==> src/rtl/vliw_pkg.sv <==
package vliw_pkg;
  localparam int DATA_W    = 16;
  localparam int RF_DEPTH  = 8;
  localparam int RF_AW     = $clog2(RF_DEPTH);
  localparam int NUM_FILES = 3;
  localparam int FILE_ALU  = 0;
  localparam int FILE_MUL  = 1;
  localparam int FILE_DIV  = 2;
  localparam int SEL_W     = 2;

  localparam logic [SEL_W-1:0] SRC_ALU  = 2'd0;
  localparam logic [SEL_W-1:0] SRC_MUL  = 2'd1;
  localparam logic [SEL_W-1:0] SRC_DIV  = 2'd2;
  localparam logic [SEL_W-1:0] SRC_ZERO = 2'd3;

  typedef enum logic [2:0] {
    ALU_ADD, ALU_SUB, ALU_AND, ALU_OR, ALU_XOR, ALU_LDI, ALU_PASS, ALU_ADDI
  } aluOp_e;

  typedef struct packed {
    logic [DATA_W-1:0] imm;
    logic [RF_AW-1:0]  srcB;
    logic [RF_AW-1:0]  srcA;
    aluOp_e            op;
    logic              valid;
  } aluFld_t;

  typedef struct packed {
    logic [RF_AW-1:0] srcB;
    logic [RF_AW-1:0] srcA;
    logic             valid;
  } arithFld_t;

  typedef struct packed {
    logic [RF_AW-1:0] dstReg;
    logic [SEL_W-1:0] dstFile;
    logic [SEL_W-1:0] src;
    logic             valid;
  } xbarFld_t;

  // Strobes from the control to the datapath, already gated by run state
  typedef struct packed {
    aluFld_t   alu;
    arithFld_t mul;
    arithFld_t div;
  } ctlStrobe_t;

  localparam int ALU_W   = $bits(aluFld_t);
  localparam int ARITH_W = $bits(arithFld_t);
  localparam int XB_W    = $bits(xbarFld_t);
  localparam int XB_LSB  = 1 + ALU_W + 2 * ARITH_W;
endpackage

==> src/rtl/vliw_ctrl.sv <==
module vliw_ctrl
  import vliw_pkg::*;
#(
  parameter int XBAR_OUTS  = 1,
  parameter int IMEM_DEPTH = 32,
  localparam int PC_W      = $clog2(IMEM_DEPTH),
  localparam int WORD_W    = XB_LSB + XBAR_OUTS * XB_W
) (
  input  logic                         clk,
  input  logic                         rst,
  input  logic                         start,
  input  logic                         imemWe,
  input  logic [PC_W-1:0]              imemAddr,
  input  logic [WORD_W-1:0]            imemData,
  output logic                         done,
  output ctlStrobe_t                   stb,
  output xbarFld_t [XBAR_OUTS-1:0]     xbar
);
  logic [WORD_W-1:0] imem [IMEM_DEPTH];
  logic [PC_W-1:0]   pc;
  logic              running;
  logic [WORD_W-1:0] word;
  logic              halt;

  always_ff @(posedge clk) begin
    if (imemWe) imem[imemAddr] <= imemData;
  end

  assign word = imem[pc];
  assign halt = word[0];

  always_ff @(posedge clk) begin
    if (rst) begin
      pc      <= '0;
      running <= 1'b0;
      done    <= 1'b0;
    end else if (start) begin
      pc      <= '0;
      running <= 1'b1;
      done    <= 1'b0;
    end else if (running) begin
      if (halt) begin
        running <= 1'b0;
        done    <= 1'b1;
      end else begin
        pc <= pc + 1'b1;
      end
    end
  end

  // Decode: unit fields pass through only while a word is executing
  always_comb begin
    stb.alu = aluFld_t'(word[1 +: ALU_W]);
    stb.mul = arithFld_t'(word[1 + ALU_W +: ARITH_W]);
    stb.div = arithFld_t'(word[1 + ALU_W + ARITH_W +: ARITH_W]);
    stb.alu.valid = stb.alu.valid & running;
    stb.mul.valid = stb.mul.valid & running;
    stb.div.valid = stb.div.valid & running;
  end

  for (genvar k = 0; k < XBAR_OUTS; k++) begin : g_xdec
    always_comb begin
      xbar[k] = xbarFld_t'(word[XB_LSB + k * XB_W +: XB_W]);
      xbar[k].valid = xbar[k].valid & running;
    end
  end

  AST_PC_STEP: assert property (@(posedge clk) disable iff (rst)
    (running && !halt && !start) |=> (pc == PC_W'($past(pc) + 1'b1)))
    else $error("pc did not advance");
  AST_DONE_FREEZE: assert property (@(posedge clk) disable iff (rst)
    (done && !start) |=> ($stable(pc) && done))
    else $error("pc moved after halt");
  AST_DONE_IDLE: assert property (@(posedge clk) disable iff (rst)
    !(done && running))
    else $error("done while running");
endmodule

==> src/rtl/vliw_dpath.sv <==
module vliw_dpath
  import vliw_pkg::*;
#(
  parameter int XBAR_OUTS = 1,
  parameter int MUL_LAT   = 3,
  localparam int MUL_STG  = MUL_LAT - 1,
  localparam int FLAT_W   = NUM_FILES * RF_DEPTH * DATA_W
) (
  input  logic                     clk,
  input  logic                     rst,
  input  ctlStrobe_t               stb,
  input  xbarFld_t [XBAR_OUTS-1:0] xbar,
  output logic [FLAT_W-1:0]        rfFlat
);
  logic [RF_AW-1:0]  rdIdxA [NUM_FILES];
  logic [RF_AW-1:0]  rdIdxB [NUM_FILES];
  logic [DATA_W-1:0] rdA    [NUM_FILES];
  logic [DATA_W-1:0] rdB    [NUM_FILES];
  logic [DATA_W-1:0] xbarVal [XBAR_OUTS];

  logic [DATA_W-1:0] aluRes, mulRes, divRes;
  logic [DATA_W-1:0] aluNext, divNext;
  logic [DATA_W-1:0] mulStage [MUL_STG];
  logic              mulStV   [MUL_STG];

  assign rdIdxA[FILE_ALU] = stb.alu.srcA;
  assign rdIdxB[FILE_ALU] = stb.alu.srcB;
  assign rdIdxA[FILE_MUL] = stb.mul.srcA;
  assign rdIdxB[FILE_MUL] = stb.mul.srcB;
  assign rdIdxA[FILE_DIV] = stb.div.srcA;
  assign rdIdxB[FILE_DIV] = stb.div.srcB;

  // Crossbar: each output selects exactly one source
  for (genvar k = 0; k < XBAR_OUTS; k++) begin : g_xsel
    always_comb begin
      case (xbar[k].src)
        SRC_ALU: xbarVal[k] = aluRes;
        SRC_MUL: xbarVal[k] = mulRes;
        SRC_DIV: xbarVal[k] = divRes;
        default: xbarVal[k] = '0;
      endcase
    end
  end

  // Split local register files: two read ports, one write port each
  for (genvar f = 0; f < NUM_FILES; f++) begin : g_file
    logic [DATA_W-1:0]    regs [RF_DEPTH];
    logic                 wEn;
    logic [RF_AW-1:0]     wIdx;
    logic [DATA_W-1:0]    wDat;
    logic [XBAR_OUTS-1:0] hits;

    always_comb begin
      wEn  = 1'b0;
      wIdx = '0;
      wDat = '0;
      hits = '0;
      // lowest-numbered output wins if a schedule breaks the one-writer rule
      for (int k = XBAR_OUTS - 1; k >= 0; k--) begin
        if (xbar[k].valid && xbar[k].dstFile == SEL_W'(f)) begin
          hits[k] = 1'b1;
          wEn     = 1'b1;
          wIdx    = xbar[k].dstReg;
          wDat    = xbarVal[k];
        end
      end
    end

    always_ff @(posedge clk) begin
      if (rst) begin
        for (int r = 0; r < RF_DEPTH; r++) regs[r] <= '0;
      end else if (wEn) begin
        regs[wIdx] <= wDat;
      end
    end

    assign rdA[f] = regs[rdIdxA[f]];
    assign rdB[f] = regs[rdIdxB[f]];

    for (genvar r = 0; r < RF_DEPTH; r++) begin : g_out
      assign rfFlat[(f * RF_DEPTH + r) * DATA_W +: DATA_W] = regs[r];
    end

    AST_ONE_WRITER: assert property (@(posedge clk) disable iff (rst)
      $countones(hits) <= 1)
      else $error("two crossbar outputs target one file");
  end

  // ALU
  always_comb begin
    case (stb.alu.op)
      ALU_ADD:  aluNext = rdA[FILE_ALU] + rdB[FILE_ALU];
      ALU_SUB:  aluNext = rdA[FILE_ALU] - rdB[FILE_ALU];
      ALU_AND:  aluNext = rdA[FILE_ALU] & rdB[FILE_ALU];
      ALU_OR:   aluNext = rdA[FILE_ALU] | rdB[FILE_ALU];
      ALU_XOR:  aluNext = rdA[FILE_ALU] ^ rdB[FILE_ALU];
      ALU_LDI:  aluNext = stb.alu.imm;
      ALU_PASS: aluNext = rdA[FILE_ALU];
      default:  aluNext = rdA[FILE_ALU] + stb.alu.imm;
    endcase
  end

  // Divider, single cycle
  assign divNext = (rdB[FILE_DIV] == '0) ? '1 : rdA[FILE_DIV] / rdB[FILE_DIV];

  always_ff @(posedge clk) begin
    if (rst) begin
      aluRes <= '0;
      divRes <= '0;
      mulRes <= '0;
      for (int s = 0; s < MUL_STG; s++) begin
        mulStage[s] <= '0;
        mulStV[s]   <= 1'b0;
      end
    end else begin
      if (stb.alu.valid) aluRes <= aluNext;
      if (stb.div.valid) divRes <= divNext;
      mulStV[0] <= stb.mul.valid;
      if (stb.mul.valid) mulStage[0] <= rdA[FILE_MUL] * rdB[FILE_MUL];
      for (int s = 1; s < MUL_STG; s++) begin
        mulStV[s]   <= mulStV[s-1];
        mulStage[s] <= mulStage[s-1];
      end
      if (mulStV[MUL_STG-1]) mulRes <= mulStage[MUL_STG-1];
    end
  end

  AST_ALU_HOLD: assert property (@(posedge clk) disable iff (rst)
    !stb.alu.valid |=> $stable(aluRes))
    else $error("ALU result changed without a valid op");
  AST_DIV_ZERO: assert property (@(posedge clk) disable iff (rst)
    (stb.div.valid && rdB[FILE_DIV] == '0) |=> (divRes == '1))
    else $error("zero divisor did not saturate");

  if (MUL_LAT == 3) begin : g_mulchk
    AST_MUL_WINDOW: assert property (@(posedge clk) disable iff (rst)
      !$stable(mulRes) |-> $past(stb.mul.valid, 3))
      else $error("product appeared outside its latency slot");
  end
endmodule

==> src/rtl/vliw_engine.sv <==
module vliw_engine
  import vliw_pkg::*;
#(
  parameter int XBAR_OUTS  = 1,
  parameter int IMEM_DEPTH = 32,
  parameter int MUL_LAT    = 3,
  localparam int PC_W      = $clog2(IMEM_DEPTH),
  localparam int WORD_W    = XB_LSB + XBAR_OUTS * XB_W,
  localparam int FLAT_W    = NUM_FILES * RF_DEPTH * DATA_W
) (
  input  logic              clk,
  input  logic              rst,
  input  logic              start,
  input  logic              imemWe,
  input  logic [PC_W-1:0]   imemAddr,
  input  logic [WORD_W-1:0] imemData,
  output logic              done,
  output logic [FLAT_W-1:0] rfFlat
);
  ctlStrobe_t               stb;
  xbarFld_t [XBAR_OUTS-1:0] xbar;

  vliw_ctrl #(.XBAR_OUTS(XBAR_OUTS), .IMEM_DEPTH(IMEM_DEPTH)) u_ctrl (
    .clk(clk), .rst(rst), .start(start), .imemWe(imemWe),
    .imemAddr(imemAddr), .imemData(imemData), .done(done),
    .stb(stb), .xbar(xbar)
  );

  vliw_dpath #(.XBAR_OUTS(XBAR_OUTS), .MUL_LAT(MUL_LAT)) u_dpath (
    .clk(clk), .rst(rst), .stb(stb), .xbar(xbar), .rfFlat(rfFlat)
  );
endmodule

==> config.mk <==
export PLATFORM = sky130hd
export DESIGN_NAME = vliw_engine
export DESIGN_NICKNAME = d
export VERILOG_FILES = /design/src/rtl/vliw_pkg.sv /design/src/rtl/vliw_ctrl.sv /design/src/rtl/vliw_dpath.sv /design/src/rtl/vliw_engine.sv
export SDC_FILE = /design/constraint.sdc
export NUM_CORES = 2
export LEC_CHECK = 0
export CAP_MARGIN = 20
export CORE_UTILIZATION = 41
export CTS_BUF_LIST = sky130_fd_sc_hd__clkbuf_2 sky130_fd_sc_hd__clkbuf_4 sky130_fd_sc_hd__clkbuf_8
export CTS_CLUSTER_DIAMETER = 200
export DETAILED_ROUTE_END_ITERATION = 7
export DONT_BUFFER_PORTS = 1
export SLEW_MARGIN = 0
export SYNTH_ARGS = -nofsm -noshare
export SYNTH_HDL_FRONTEND = slang
export SYNTH_SLANG_ARGS = --single-unit
==> constraint.sdc <==
create_clock -name clk -period 74.4 [get_ports clk]
set_input_delay 7.44 -clock clk [delete_from_list [all_inputs] [get_ports clk]]
set_output_delay 7.44 -clock clk [all_outputs]
set_load 0.02 [all_outputs]
# Word-level counts from Yosys, hierarchy flattened
# Memory sizes are Yosys's and may differ from the RTL's. A register that Yosys moved wholly into a read port is not among the register bits.
# Cells that the tools add are included.
# op_classes
n_div	1
shifts	0
bitwise	12
n_reduce_logical	13
n_eq_ne	10
multipliers	1
mux	47
order_cmp	0
n_addsub	4
# ops
cell	count
16-bit two-way mux	9
16-bit case mux with 7 select lines	1
16-bit case mux with 3 select lines	1
16-bit OR reduction	3
16-bit adder	2
1-bit two-way mux	28
3-bit two-way mux	6
16-bit AND	1
16-bit by 16-bit divider with 16-bit output	1
16-bit logical NOT	1
16-bit by 16-bit multiplier with 16-bit output	1
16-bit bitwise OR	1
16-bit subtractor	1
16-bit bitwise XOR	1
5-bit two-way mux	2
3-bit == test (second input constant)	3
3-bit by 2-bit == test with 1-bit output (second input constant)	2
5-bit by 1-bit adder with 5-bit output (second input constant)	1
1-bit AND	4
2-bit by 1-bit == test with 1-bit output (second input constant)	2
2-bit == test (second input constant)	2
2-bit logical NOT	2
1-bit bitwise OR	4
2-bit AND reduction	2
other kinds (5)	7
# word_totals
romBits	0
memories	6
word_cells	99
inputBits	58
ff_bits	39
ramBits	1986
latchBits	0
# mem_list
memory	depth	width	read_ports	rd_ports_with_merged_regs	write_ports	line_no	rtl
u_ctrl.imem	32	49	1	1	1	vliw_ctrl.sv:19	logic [WORD_W-1:0] imem [IMEM_DEPTH];
u_dpath.g_file[0].regs	8	16	10	0	8	vliw_dpath.sv:47	logic [DATA_W-1:0] regs [RF_DEPTH];
u_dpath.g_file[1].regs	8	16	10	0	8	vliw_dpath.sv:47	
u_dpath.g_file[2].regs	8	16	10	0	8	vliw_dpath.sv:47	
u_dpath.mulStage	2	16	2	1	2	vliw_dpath.sv:23	logic [DATA_W-1:0] mulStage [MUL_STG];
u_dpath.mulStV	2	1	2	0	2	vliw_dpath.sv:24	logic mulStV [MUL_STG];

# Logic depth before layout (Yosys ltp)
# logic_depth
ltp_word	8
mapped_depth	200
ltp_nobuf	185

# Hierarchy
# From an unflattened synthesis, not the netlist that was laid out.
# unflattened
cells_unflattened	5824
area_unflattened_um2	96218.5
# by_module_without_submodules
module	area_each_um2	seq_area_each_um2	n_inst	cells_per_inst
vliw_ctrl	59970.0	47325.4	1	2349
vliw_dpath	36248.5	13492.9	1	3475

# Worst setup path before layout
# No wires, ideal clock.
# synth_timing
path_kind	register to register
startpoint	register with a tool-made name
endpoint	register u_dpath.divRes[0]
t_arrival_ps	34311
path_stages_with_launch	198
t_required_ps	74270
synth_period_minus_slack_ps	34441
n_path_buf	14
path_slack_ps	39959
path_cell_list	dfxtp_1 -> buf_6 -> buf_8 -> buf_8 -> buf_6 -> mux4_2 -> a22o_1 -> nor2_1 -> nand3_1 -> buf_4 -> buf_1 -> mux2_2 -> o211ai_1 -> o21ai_0 -> ha_1 -> inv_1 -> a211o_1 -> nor4_1 -> (+162 left out) -> clkbuf_1 -> nor2_1 -> a21oi_1 -> ha_1 -> a21o_1 -> a21o_1 -> a21o_1 -> a21o_1 -> a21oi_1 -> nor2b_1 -> o21ai_0 -> nand2b_1 -> a21o_1 -> a21o_1 -> a21oi_1 -> o21ai_0 -> nand4_1 -> a311oi_1
# synth_rtl
item	line_no	rtl
to (signal assigned)	vliw_dpath.sv:117	if (stb.div.valid) divRes <= divNext;
to (decl)	vliw_dpath.sv:21	logic [DATA_W-1:0] aluRes, mulRes, divRes;

==> run_results.csv <==
group,metric,value,unit
global_routing,grt-ovfl-total,0,
clocking,cts_setup_buffers,0,
finish,synthToLayoutAreaGrowth,11.3,%
route,via_count,58885,
timing,fin_setup_tns,0,ns
synthesis,synth_seq_cells,2046,
route,wl_per_cell,31.1,um
global_routing,grt_max_degree,119,
clocking,h-tree-depth,5,
clocking,postCtsHoldBufs,0,
critical_path,path_class,"reg2reg",
floorplanning,num_rows,177,
critical_path,cp_top_family,"compound AO/OA/AOI/OAI gates",
timing,setup_viol,0,
synthesis,synth_area,0.0967,mm^2
floorplanning,io_pins,443,
timing,hold_viol_final,0,
power,p_leak,35.8,nW
hold_path,holdPathEnd,"u_dpath.mulStV[0][1]$_SDFF_PP0_",
clocking,cts.reportedPaths.clkPinSlew,0.06,ns
timing,worst_pin_slew,1.15,ns
floorplanning,fp.dieW,488,um
synthesis,yosysWarnings,0,
clocking,cts_tree,"yes",
critical_path,crit_slowest_cell,"a21oi_1",
place,gp_congestion,0.940,
floorplanning,coreArea,0.233,mm^2
hold_path,holdPathStages,1,
power,power.density,23.9,mW/mm^2
synthesis,synth-main-ff-cell,"edfxtp_1",
route,drc,0,
clocking,cts_resized,0,
clocking,ctsRootBufferMaster,"clkbuf_8",
route,viasPerCell,5.95,
critical_path,r2r_end,"u_dpath.divRes[0]$_SDFFE_PP0P_",
timing,fin_crit_sh,58.2,%
synthesis,yosys.cell_types.count,93,
timing,slew_violations,0,
route,drtAntennaViolNets,0,
critical_path,cp-end-kind,"flop",
timing,slew_headroom,22.6,%
critical_path,slowest_delay,0.84,ns
critical_path,crit_top_cell,"o21a_1",
timing,max_freq,23.1,MHz
floorplanning,die_y,488,um
route,dr.pass1.iters,7,
critical_path,required,75.31,ns
finish,nets,6886,
timing,period_needed,43.31,ns
critical_path,crit_path_start_kind,"flop",
run_status,status,"completed",
hold_path,hold_class,"reg2reg",
finish,final_cell_area,0.108,mm^2
clocking,cts.path.max_buffers,4,
global_routing,grt_util_all_layers,25.5,%
critical_path,reg2reg_depth,180,
critical_path,crit_path_max_fanout,118,
hold_path,worstHoldStart,"u_dpath.mulStV[0][0]$_SDFF_PP0_",
synthesis,avgSynthCellArea,15.4,um^2
synthesis,synth_async_sr_flop_share,0,%
route,drt_iter0_drc,5960,
place,dpl_cell_area,0.101,mm^2
flow_run,drv_cap,0,
critical_path,r2r_setup_slack,31.09,ns
clocking,clock_latency,1.09,ns
global_routing,grt_pass1_wl,432000,um
finish,drive_gt1_share,21.0,%
clocking,cts_buffers,355,
finish,n_fill_cell,20351,
place,io_buffers,0,
timing,fin_skew,0.102,ns
place,hpwlAfterDp,192000,um
synthesis,yosysSeqAreaShare,62.9,%
timing,rsz0062_at_grt,"false",
critical_path,arrival,44.22,ns
global_routing,antenna_found_initial,7,
floorplanning,start_util,41.4,%
route,wirelength,308000,um
floorplanning,die-area,0.238,mm^2
synthesis,synth_edf_count,1984,
synthesis,syn_inst,6284,
global_routing,grt_pass1_vias,58786,
clocking,cts.sinks,2046,
power,ir_drop,0.0149,mV
critical_path,crit_buf_inv,9,
## cell usage after synthesis (all sizes together), types with 50 or more instances
master | n | area [um^2]
a211oi | 191 | 1430
a21oi | 255 | 1280
a22oi | 50 | 375
buf | 209 | 1190
clkbuf | 118 | 443
dfxtp | 62 | 1240
edfxtp | 1984 | 59600
fa | 81 | 1620
ha | 236 | 2950
inv | 205 | 769
mux2 | 68 | 766
mux2i | 451 | 4550
mux4 | 452 | 10200
nand2 | 220 | 831
nor2 | 691 | 2600
nor2b | 155 | 970
nor3 | 77 | 390
o21a | 65 | 488
o21ai | 120 | 604
or2 | 86 | 538
xnor2 | 80 | 701
## state kept, by name, indices dropped and copies added, names as in the netlist, named ones only
name                 cells
u_dpath.g_file.regs    384
u_ctrl.done              1
u_ctrl.pc                5
u_dpath.divRes          16
u_dpath.aluRes          16
u_ctrl.running           1
u_ctrl.imem           1568
u_dpath.mulStV           2
u_dpath.mulRes          16
u_dpath.mulStage        32
## how the worst max path moves through the flow
stage | start | to | depth (start not counted)
2_1_floorplan | flop | u_dpath.divRes[0]$_SDFFE_PP0P_ | 197
3_3_place_gp | flop | u_dpath.divRes[0]$_SDFFE_PP0P_ | 182
3_5_place_dp | flop | u_dpath.divRes[0]$_SDFFE_PP0P_ | 184
4_1_cts | flop | u_dpath.divRes[0]$_SDFFE_PP0P_ | 184
5_1_grt | flop | u_dpath.divRes[0]$_SDFFE_PP0P_ | 181
6_report | flop | u_dpath.divRes[0]$_SDFFE_PP0P_ | 180
## power by group
group          switching [W]  total, W  internal (W)
Clock               0.000452  0.000981      0.000529
Sequential         0.0000257   0.00132       0.00129
Combinational       0.000163  0.000271      0.000108
## stage by stage
stage	hold slack (ns)	setup slack [ns]	instances	total power (W)	util [%]
global route	0.463	27.44	9895	0.00266	46.1
CTS	0.444	32.09	9889	0.00258	46.0
global placement	0.422	33.09	9281	0.00161	43.2
detailed placement	0.432	32.38	9283	0.00161	43.2
finish	0.441	31.09	9900	0.00257	46.1
floorplan	0.414	39.96	6299	0.00152	-
## cells in the final DEF (no fill, tap or decap), types with 175 or more instances in the layout
cell type,count
ha_1,236
nand2_1,217
mux4_2,449
a21oi_1,254
nor2_1,657
clkbuf_8,360
inv_1,201
edfxtp_1,1984
mux2i_1,431
a211oi_1,190
buf_4,175
## worst reg2reg max path: cells and delay by family, from the launching register on
kind | cells | cell delay (ns)
AOI/OAI and AO/OA | 108 | 23.19
adders and majority gates | 15 | 4.52
buffers and inverters | 9 | 2.54
DFF | 1 | 0.81
muxes | 4 | 1.59
and+or+nand+nor | 44 | 10.50
## logic make-up after synthesis
| family | after synthesis | synth area share [%] |
|---|---|---|
| and+or+nand+nor | 1424 | 6.83 |
| DFF | 2046 | 62.9 |
| other | 1 | 0.00388 |
| xor gates and xnor gates | 118 | 1.07 |
| buffers and inverters | 532 | 2.48 |
| AOI/OAI and AO/OA | 875 | 5.92 |
| adders and majority gates | 317 | 4.73 |
| muxes | 971 | 16.0 |
## per-layer routing
metal	GRT usage [%]	wire length [um]	vias to the layer above
met5	0	14	-
met4	9.42	11800	2
met3	5.81	26400	572
met2	40.5	144000	2720
met1	34.2	126000	30778
li1	-	-	24813
## area by class of cell
cell class / instances / area, um^2 / share of cell area [%]
Sequential cell: 2046 / 60800 / 56.6
Multi-Input combinational cell: 3721 / 34000 / 31.6
Clock buffer: 488 / 5920 / 5.50
Tap cell: 3132 / 3920 / 3.64
Timing Repair Buffer: 182 / 1470 / 1.37
Inverter: 205 / 769 / 0.715
Clock inverter: 118 / 676 / 0.628
Antenna cell: 8 / 20.0 / 0.0186
Note: power is estimated with default switching activity, not from simulation.
